[src/rtl/tdoa_pkg.sv]
package tdoa_pkg;
  typedef enum logic [1:0] {
    S_IDLE  = 2'd0,
    S_SHIFT = 2'd1,
    S_EVAL  = 2'd2,
    S_DRAIN = 2'd3
  } state_t;
endpackage

[src/rtl/tdoa_rr_arb.sv]
module tdoa_rr_arb #(
  parameter int N     = 8,
  parameter int IDX_W = $clog2(N)
) (
  input  logic             clk_i,
  input  logic             rst_ni,
  input  logic [N-1:0]     req_i,
  input  logic             adv_i,
  output logic             gnt_valid_o,
  output logic [IDX_W-1:0] gnt_idx_o
);
  logic [IDX_W-1:0] ptr_q;

  always_comb begin
    int c;
    gnt_valid_o = 1'b0;
    gnt_idx_o   = '0;
    for (int off = 0; off < N; off++) begin
      c = int'(ptr_q) + off;
      if (c >= N) c = c - N;
      if (!gnt_valid_o && req_i[c]) begin
        gnt_valid_o = 1'b1;
        gnt_idx_o   = IDX_W'(c);
      end
    end
  end

  always_ff @(posedge clk_i or negedge rst_ni) begin
    if (!rst_ni) ptr_q <= '0;
    else if (adv_i && gnt_valid_o) begin
      if (gnt_idx_o == IDX_W'(N - 1)) ptr_q <= '0;
      else ptr_q <= gnt_idx_o + 1'b1;
    end
  end
endmodule

[src/rtl/tdoa_cell.sv]
module tdoa_cell #(
  parameter int N      = 8,
  parameter int TOA_W  = 16,
  parameter int CNT_W  = 16,
  parameter int IDX    = 0,
  parameter int IDX_W  = $clog2(N),
  parameter int PASS_W = $clog2(N + 1)
) (
  input  logic              clk_i,
  input  logic              rst_ni,
  input  logic              load_i,
  input  logic [TOA_W-1:0]  toa_i,
  input  logic              init_i,
  input  logic              shift_i,
  input  logic [TOA_W-1:0]  copy_in_i,
  input  logic [PASS_W-1:0] pass_i,
  input  logic              inc_i,
  output logic [TOA_W-1:0]  copy_o,
  output logic              req_o,
  output logic [IDX_W-1:0]  bin_o,
  output logic [CNT_W-1:0]  cnt_o
);
  localparam logic [PASS_W-1:0] MY_IDX  = PASS_W'(IDX);
  localparam logic [CNT_W-1:0]  CNT_MAX = '1;

  logic [TOA_W-1:0] toa_q, copy_q, diff;
  logic [CNT_W-1:0] cnt_q;

  always_ff @(posedge clk_i or negedge rst_ni) begin
    if (!rst_ni) begin
      toa_q  <= '0;
      copy_q <= '0;
      cnt_q  <= '0;
    end else begin
      if (load_i) toa_q <= toa_i;
      if (init_i) copy_q <= toa_q;
      else if (shift_i) copy_q <= copy_in_i;
      if (init_i) cnt_q <= '0;
      else if (inc_i && cnt_q != CNT_MAX) cnt_q <= cnt_q + 1'b1;
    end
  end

  assign diff   = toa_q - copy_q;
  assign req_o  = (MY_IDX >= pass_i) && (diff < TOA_W'(N));
  assign bin_o  = diff[IDX_W-1:0];
  assign copy_o = copy_q;
  assign cnt_o  = cnt_q;
endmodule

[src/rtl/tdoa_hist.sv]
module tdoa_hist #(
  parameter int N_CELLS = 8,
  parameter int TOA_W   = 16,
  parameter int CNT_W   = 16,
  localparam int IDX_W  = $clog2(N_CELLS),
  localparam int PASS_W = $clog2(N_CELLS + 1)
) (
  input  logic              clk_i,
  input  logic              rst_ni,
  input  logic              load_i,
  input  logic [IDX_W-1:0]  load_idx_i,
  input  logic [TOA_W-1:0]  load_toa_i,
  input  logic              start_i,
  output logic              busy_o,
  output logic              done_o,
  output logic [PASS_W-1:0] pass_o,
  input  logic [IDX_W-1:0]  rd_idx_i,
  output logic [CNT_W-1:0]  rd_cnt_o
);
  import tdoa_pkg::*;

  state_t              state_q;
  logic [PASS_W-1:0]   pass_q;
  logic                done_q;
  logic [N_CELLS-1:0]  pend_q, req_w, inc_w;
  logic [IDX_W-1:0]    bin_q [N_CELLS];
  logic [IDX_W-1:0]    bin_w [N_CELLS];
  logic [TOA_W-1:0]    copy_w [N_CELLS];
  logic [CNT_W-1:0]    cnt_w [N_CELLS];
  logic [N_CELLS*CNT_W-1:0] cnt_flat;
  logic                idle, init_w, shift_w, drain_w, gnt_valid;
  logic [IDX_W-1:0]    gnt_idx;
  logic [N_CELLS-1:0]  pend_left;

  assign idle    = (state_q == S_IDLE);
  assign init_w  = idle && start_i;
  assign shift_w = (state_q == S_SHIFT);
  assign drain_w = (state_q == S_DRAIN);

  generate
    for (genvar j = 0; j < N_CELLS; j++) begin : g_cell
      logic [TOA_W-1:0] cin;
      if (j == 0) begin : g_head
        assign cin = '0;
      end else begin : g_link
        assign cin = copy_w[j-1];
      end
      assign inc_w[j] = drain_w && gnt_valid && (bin_q[gnt_idx] == IDX_W'(j));
      assign cnt_flat[j*CNT_W +: CNT_W] = cnt_w[j];

      tdoa_cell #(
        .N(N_CELLS), .TOA_W(TOA_W), .CNT_W(CNT_W), .IDX(j),
        .IDX_W(IDX_W), .PASS_W(PASS_W)
      ) u_cell (
        .clk_i    (clk_i),
        .rst_ni   (rst_ni),
        .load_i   (load_i && idle && (load_idx_i == IDX_W'(j))),
        .toa_i    (load_toa_i),
        .init_i   (init_w),
        .shift_i  (shift_w),
        .copy_in_i(cin),
        .pass_i   (pass_q),
        .inc_i    (inc_w[j]),
        .copy_o   (copy_w[j]),
        .req_o    (req_w[j]),
        .bin_o    (bin_w[j]),
        .cnt_o    (cnt_w[j])
      );
    end
  endgenerate

  tdoa_rr_arb #(.N(N_CELLS), .IDX_W(IDX_W)) u_arb (
    .clk_i      (clk_i),
    .rst_ni     (rst_ni),
    .req_i      (pend_q),
    .adv_i      (drain_w),
    .gnt_valid_o(gnt_valid),
    .gnt_idx_o  (gnt_idx)
  );

  always_comb begin
    pend_left = pend_q;
    pend_left[gnt_idx] = 1'b0;
  end

  always_ff @(posedge clk_i or negedge rst_ni) begin
    if (!rst_ni) begin
      state_q <= S_IDLE;
      pass_q  <= '0;
      done_q  <= 1'b0;
      pend_q  <= '0;
      for (int j = 0; j < N_CELLS; j++) bin_q[j] <= '0;
    end else begin
      done_q <= 1'b0;
      unique case (state_q)
        S_IDLE: if (start_i) begin
          pass_q  <= '0;
          state_q <= S_SHIFT;
        end
        S_SHIFT: begin
          pass_q  <= pass_q + 1'b1;
          state_q <= S_EVAL;
        end
        S_EVAL: begin
          pend_q <= req_w;
          for (int j = 0; j < N_CELLS; j++) bin_q[j] <= bin_w[j];
          if (req_w == '0) begin
            done_q  <= 1'b1;
            state_q <= S_IDLE;
          end else begin
            state_q <= S_DRAIN;
          end
        end
        S_DRAIN: begin
          pend_q <= pend_left;
          if (pend_left == '0) state_q <= S_SHIFT;
        end
        default: state_q <= S_IDLE;
      endcase
    end
  end

  assign busy_o   = !idle;
  assign done_o   = done_q;
  assign pass_o   = pass_q;
  assign rd_cnt_o = cnt_w[rd_idx_i];
endmodule

[config.mk]
export PLATFORM = sky130hd
export DESIGN_NAME = tdoa_hist
export DESIGN_NICKNAME = d
export VERILOG_FILES = /design/src/rtl/tdoa_pkg.sv /design/src/rtl/tdoa_rr_arb.sv /design/src/rtl/tdoa_cell.sv /design/src/rtl/tdoa_hist.sv
export SDC_FILE = /design/constraint.sdc
export NUM_CORES = 1
export LEC_CHECK = 0
export BUFFER_PORTS_ARGS = -buffer_cell sky130_fd_sc_hd__clkbuf_2
export CAP_MARGIN = 40
export CORE_MARGIN = 4
export CORE_UTILIZATION = 35
export DETAILED_ROUTE_END_ITERATION = 6
export PLACE_DENSITY = 0.49
export SLEW_MARGIN = 20
export SYNTH_ARGS = -nofsm -noshare
export SYNTH_HDL_FRONTEND = slang
export SYNTH_SLANG_ARGS = --single-unit
[constraint.sdc]
create_clock -name clk_i -period 10.2 [get_ports clk_i]
set_input_delay 0.51 -clock clk_i [delete_from_list [all_inputs] [get_ports clk_i]]
set_output_delay 0.51 -clock clk_i [all_outputs]
set_load 0.02 [all_outputs]
==> results.ini, run 1 <==
[timing]
fin_skew_ps = 24.3
hold_viol_final = 0
period_share_pct = 57.7
max_freq_ghz = 0.170
finalCriticalPeriod_ps = 5880
slew_headroom_pct = 40.0
setup_viol = 0
rsz0062_at_grt = no
tns_ps = 0
final-max-slew-violation-count = 0
tightest_slew_ps = 878

[yosys]
yosysWarnings = 0
ys_seq_area_share_pct = 39.1
synth_top_cell_by_area = dfrtp_1
synthCells = 2891
synthArstFlopShare_pct = 100
yosys-top-cells-area = dfrtp_1 39%, ha_1 6.4%, mux2_2 6.2%, mux2i_1 5.8%, o21ai_0 5.7%
synth_area_per_cell_um2 = 9.43
syn-num-nets = 3064
synthTopCellsByCount = 426 x dfrtp_1, 309 x o21ai_0, 266 x nand2_1, 228 x inv_1, 170 x a21oi_1
synth_flop_cell = dfrtp_1
synthesis.area_um2 = 27300
synth_edf_count = 0
synth_top_area_share_pct = 39.1
synth.most_common_cell = dfrtp_1
synth_seq_cells = 426
ys_types = 91

[clock_network]
cts_tree = done
htree_levels = 2
clock_path_buffers = 3
cts_resized = 0
clkTransAtPathRegs_ps = 50
cts_setup_buffers = 0
numClockSinks = 426
cts_buffers = 52
clk_latency_ps = 600
cts-root-buf = clkbuf_16
postCtsHoldBufs = 1

[pwr]
swShare_pct = 42.4
pwr-share-clk_pct = 20.0
leakage_nw = 13.0
power_density_nw_per_um2 = 302
p_total_mw = 9.23
seqPwrFrac_pct = 28.8
ir_drop_v = 0.000114
comb_power_share_pct = 51.2
p_int_mw = 5.32
net-switching-power_mw = 3.91

[grt]
grt.total_usage_pct = 18.5
antenna_found_initial = 5
grt_start_max_net_pins = 271
grt_pass1_vias = 21061
grt-ovfl-total = 0
grt_pass1_wl_um = 122000

[cells_and_area]
finish.instance_area_um2 = 30600
drive_gt1_share_pct = 13.2
fin_util_pct = 39.6
layout.nets = 3078
synthToLayoutAreaGrowth_pct = 12.2
instances_no_fill = 3987

[flow_run]
maxCapViolations = 0

[floorplan]
dieArea_um2 = 82500
core_um2 = 77300
dieWidth_um = 287
ioPinCount = 48
die_h_um = 287
rows = 102
initial_core_util_pct = 35.3

[worst_setup_path]
critical_path_class = reg -> reg
endpoint_kind = flip-flop
worst-path-max-fanout = 17
required_ps = 10720
crit_arrival_ps = 6400
startpoint_type = flip-flop

[worst_hold_path]
worstHoldPathType = in -> reg

[placement]
placed_area_um2 = 28800
place.gp.congestion = 0.884
dp.cells = 3884
dp_hpwl_um = 56800
io_buffers = 47

[detailed_routing]
drtAntennaViolNets = 0
detailroute.via_count = 22060
drt_iter0_markers = 1686
dr.pass1.iters = 6
viasPerCell = 5.53
drc = 0
wl_per_cell_um = 19.5
wl_um = 77500

[run_status]
status = complete, no violations

==> area by class of cell <==
class	count	area, um2
fill	7718	46700
inverter	231	867
sequential	426	10700
timing repair buffer	94	818
antenna	2	5.00
tap	1040	1300
clock buffer	82	1550
multi-input combinational	2100	15200
clock inverter	12	144
==> cell families after synthesis <==
logic type                 count (synthesis)  share of synthesized area (%)
AOI/OAI and AO/OA                        757                           17.0
xor gates and xnor gates                  49                           1.57
adders and majority gates                147                           6.96
buffers and inverters                    365                           5.16
DFF                                      426                           39.1
muxes                                    351                           15.5
and+or+nand+nor                          796                           14.7
==> registers in the layout, indices dropped and copies added (netlist names) <==
register,flops
g_cell.u_cell.cnt_o,128
g_cell.u_cell.copy_o,128
g_cell.u_cell.toa_q,128
bin_q,24
pend_q,8
pass_o,4
u_arb.ptr_q,3
state_q,2
done_o,1
==> worst max-delay path, cell delays in order (launching register included) <==
cell,delay (ps)
dfrtp_1,660
inv_2,210
ha_1,620
mux4_2,640
mux2i_1,440
o21ai_1,130
a21o_1,200
o22ai_1,260
clkinv_1,170
nand2_1,270
a211oi_1,110
nor4_2,420
buf_4,240
nand4bb_1,480
buf_6,350
or4_1,460
a21oi_1,150
==> layout by cell type (no fill, tap or decap), types with 29 or more instances in the layout <==
cell type	count
a21oi_1	170
clkbuf_16	52
clkbuf_2	47
dfrtp_1	426
ha_1	138
inv_1	228
mux2_2	149
mux2i_1	158
mux4_2	41
nand2_1	266
nand2b_1	31
nand3_1	74
nor2_1	122
nor3_1	29
o21a_1	34
o21ai_0	309
o31ai_1	48
or3_1	89
or4_1	29
xnor2_1	32
==> metrics by stage <==
step	setup WS (ps)	hold slack (ps)
final	4320	315
after global routing	3800	318
after CTS	3980	280
after detailed placement	4010	471
after global placement	3490	458
after floorplan	5340	214
==> power by group through the flow <==
stage	registers (mW)	clock network, mW	logic (mW)
4_1_cts	2.67	1.91	4.66
3_3_place_gp	2.68	0	4.48
2_1_floorplan	2.52	0	3.55
6_report	2.66	1.85	4.73
3_5_place_dp	2.70	0	4.62
5_1_grt	2.73	1.98	5.28
==> worst paths after layout <==
| path | start | endpoint | slack [ps] | cells past startpoint |
|---|---|---|---|---|
| worst max-delay path | u_arb.ptr_q[1] | g_cell[2].u_cell.cnt_o[11] | 4320 | 16 |
| worst min-delay path | load_toa_i[0] | g_cell[6].u_cell.toa_q[0] | 320 | 3 |
| worst max register to register | u_arb.ptr_q[1] | g_cell[2].u_cell.cnt_o[11] | 4320 | 16 |
| worst min register to register | g_cell[7].u_cell.toa_q[0] | g_cell[7].u_cell.copy_o[0] | 490 | 2 |
| max in group asynchronous | rst_ni | g_cell[2].u_cell.cnt_o[2] | 7940 | 6 |
| min in group asynchronous | rst_ni | g_cell[4].u_cell.cnt_o[2] | 520 | 2 |
==> metal layers <==
metal	track usage, %	up-vias	wire [um]
met2	30.7	559	36500
met4	4.00	8	1600
met5	0	-	58
met1	25.6	10867	35200
met3	3.13	114	4210
li1	-	10512	-
(Power assumes the default switching activity.)
==> inputs of run 2 (changes only) <==
--- a/config.mk
+++ b/config.mk
@@ -10,7 +10,7 @@
 export CORE_MARGIN = 4
 export CORE_UTILIZATION = 35
 export DETAILED_ROUTE_END_ITERATION = 6
-export PLACE_DENSITY = 0.49
+export PLACE_DENSITY = 0.51
 export SLEW_MARGIN = 20
 export SYNTH_ARGS = -nofsm -noshare
 export SYNTH_HDL_FRONTEND = slang
==> constraint.sdc (replaced) <==
create_clock -name clk_i -period 5.3 [get_ports clk_i]
set_input_delay 0.265 -clock clk_i [delete_from_list [all_inputs] [get_ports clk_i]]
set_output_delay 0.265 -clock clk_i [all_outputs]
set_load 0.02 [all_outputs]
==> results.ini, run 2 (synthesized netlist as in run 1, its figures left out) <==
[run_status]
status = complete, no violations

[grt]
grt_start_max_net_pins = 176  ; -35%
grt.total_usage_pct = 18.7  ; +0.18 points
grt-ovfl-total = 0  ; unchanged
grt_pass1_vias = 21484  ; +2.0%
grt_pass1_wl_um = 124000  ; +1.4%
antenna_found_initial = 8  ; +3

[cells_and_area]
multi_input_area_um2 = 15200  ; about the same
fillers = 7691  ; -0.35%
drive_gt1_share_pct = 13.3  ; +0.10 points
layout_commonest_cell = dfrtp_1
layout.nets = 3079  ; +0.032%
ff_latch_area_um2 = 10700  ; unchanged
final_cell_mix = 426 x dfrtp_1, 309 x o21ai_0, 266 x nand2_1
synthToLayoutAreaGrowth_pct = 12.1  ; about the same

[floorplan]
core_um2 = 77300  ; unchanged
initial_core_util_pct = 35.3  ; unchanged
die_h_um = 287  ; unchanged
rows = 102  ; unchanged
dieWidth_um = 287  ; unchanged
ioPinCount = 48  ; unchanged
dieArea_um2 = 82500  ; unchanged

[detailed_routing]
wl_um = 77600  ; about the same
dr.pass1.iters = 5  ; -1
drt_iter0_markers = 1659  ; -1.6%
detailroute.via_count = 21993  ; -0.30%
wl_per_cell_um = 19.4  ; about the same
drtAntennaViolNets = 0  ; unchanged
viasPerCell = 5.51  ; -0.35%
drc = 0  ; unchanged

[timing]
tightest_slew_ps = 978  ; +100 ps
tns_ps = 0  ; unchanged
setup_viol = 0  ; unchanged
slew_headroom_pct = 34.8  ; -5.2 points
hold_viol_final = 0  ; unchanged
fin_skew_ps = 28.0  ; +3.68 ps
rsz0062_at_grt = no
max_freq_ghz = 0.201  ; +18%
period_share_pct = 93.8  ; +36 points
layout_setup_ws_ps = 329  ; -3990 ps
finalCriticalPeriod_ps = 4970  ; -913 ps
final-max-slew-violation-count = 0  ; unchanged

[worst_hold_path]
worstHoldPathType = in -> reg

[worst_setup_path]
crit_slowest_cell = or4b_1
startpoint_type = flip-flop
required_ps = 5810  ; -4910 ps
critical_path_class = reg -> reg
endpoint_kind = flip-flop
cp_cell_sequence = buf_4, ha_1, nor2b_1, a222oi_1, a32oi_1, o32ai_1, o2bb2ai_1, nand2b_1, a211oi_1, nor4_2, buf_4, or4b_1, buf_4, or4_1, a21oi_1
cpPeakStageDelay_ps = 550  ; -110 ps
worst-path-max-fanout = 29  ; +12
crit_top_cell = buf_4
crit_arrival_ps = 5480  ; -920 ps

[clock_network]
clkTransAtPathRegs_ps = 60  ; about the same
cts_tree = done
clk_latency_ps = 610  ; about the same
numClockSinks = 426  ; unchanged
cts-root-buf = clkbuf_16
htree_levels = 2  ; unchanged
cts_setup_buffers = 0  ; unchanged
cts_buffers = 51  ; -1.9%
clock_path_buffers = 3  ; unchanged

[placement]
io_buffers = 47  ; unchanged
dp_hpwl_um = 56300  ; -0.75%
place.gp.congestion = 0.928  ; +5.0%
pre_cts_ws_ps = 278  ; -3730 ps

[pwr]
p_total_mw = 17.8  ; +93%
ir_drop_v = 0.000265  ; +130%
leakage_nw = 13.0  ; about the same
power_density_nw_per_um2 = 584  ; +93%

[flow_run]
maxCapViolations = 0  ; unchanged

run 2: routing by layer:
metal / part of all wire, % / vias up / global-route usage, % / wire length (um)
met4: 2.7 / 8 / 5.26 / 2110
li1: - / 10536 / - / -
met5: 0.054 / - / 0 / 42
met2: 46 / 549 / 30.3 / 35600
met1: 46 / 10768 / 26.1 / 35800
met3: 5.1 / 132 / 2.84 / 3990
run 2: area by class of cell:
type                    count  area share [%]
diodes                      4          0.0327
clock buffers              77            4.92
clock inverters            15           0.753
inverters                 231            2.84
multi-input cells        2100            49.9
flip-flops and latches    426            34.9
well taps                1040            4.26
repair buffers             96            2.47
run 2: timing repair:
item / in CTS / in global routing
gates resized for setup: 0 / 2
hold endpoints to repair: 56 / 0
hold buffers: 1 / 0
endpoints found under the setup margin: 0 / 3
run 2: worst paths after layout:
path | startpoint | endpoint | slack (ps) | cells past startpoint
min in group asynchronous | rst_ni | g_cell[4].u_cell.cnt_o[11] | 210 | 2
worst min register to register | g_cell[1].u_cell.toa_q[0] | g_cell[1].u_cell.copy_o[0] | 470 | 2
worst max register to register | u_arb.ptr_q[0] | g_cell[4].u_cell.cnt_o[14] | 330 | 15
worst min-delay path | load_toa_i[0] | g_cell[2].u_cell.toa_q[0] | 50 | 3
worst max-delay path | u_arb.ptr_q[0] | g_cell[4].u_cell.cnt_o[14] | 330 | 15
max in group asynchronous | rst_ni | g_cell[3].u_cell.toa_q[9] | 3710 | 4
run 2: per-stage QoR:
stage	std cells	instance area (um2)	utilization, %	hold WS [ps]
2_1_floorplan	2891	27300	-	-30.6
3_3_place_gp	3882	28700	37.0	250
3_5_place_dp	3887	28700	37.2	249
4_1_cts	3980	30500	39.4	15.8
5_1_grt	3985	30600	39.5	72.2
6_report	3989	30600	39.5	54.0
run 2: power by group:
| group | internal [mW] | total, mW | switching, mW |
|---|---|---|---|
| combinational | 3.89 | 9.09 | 5.20 |
| clock | 2.20 | 3.65 | 1.45 |
| sequential | 4.25 | 5.10 | 0.847 |
| total | 10.3 | 17.8 | 7.50 |
run 2: critical path, delay by kind of cell (launching register included):
kind / cells / cell delay (ps)
compound gates: 6 / 1910
fa+ha+maj: 1 / 320
buf+inv: 3 / 650
flops: 1 / 370
simple gates: 5 / 1630
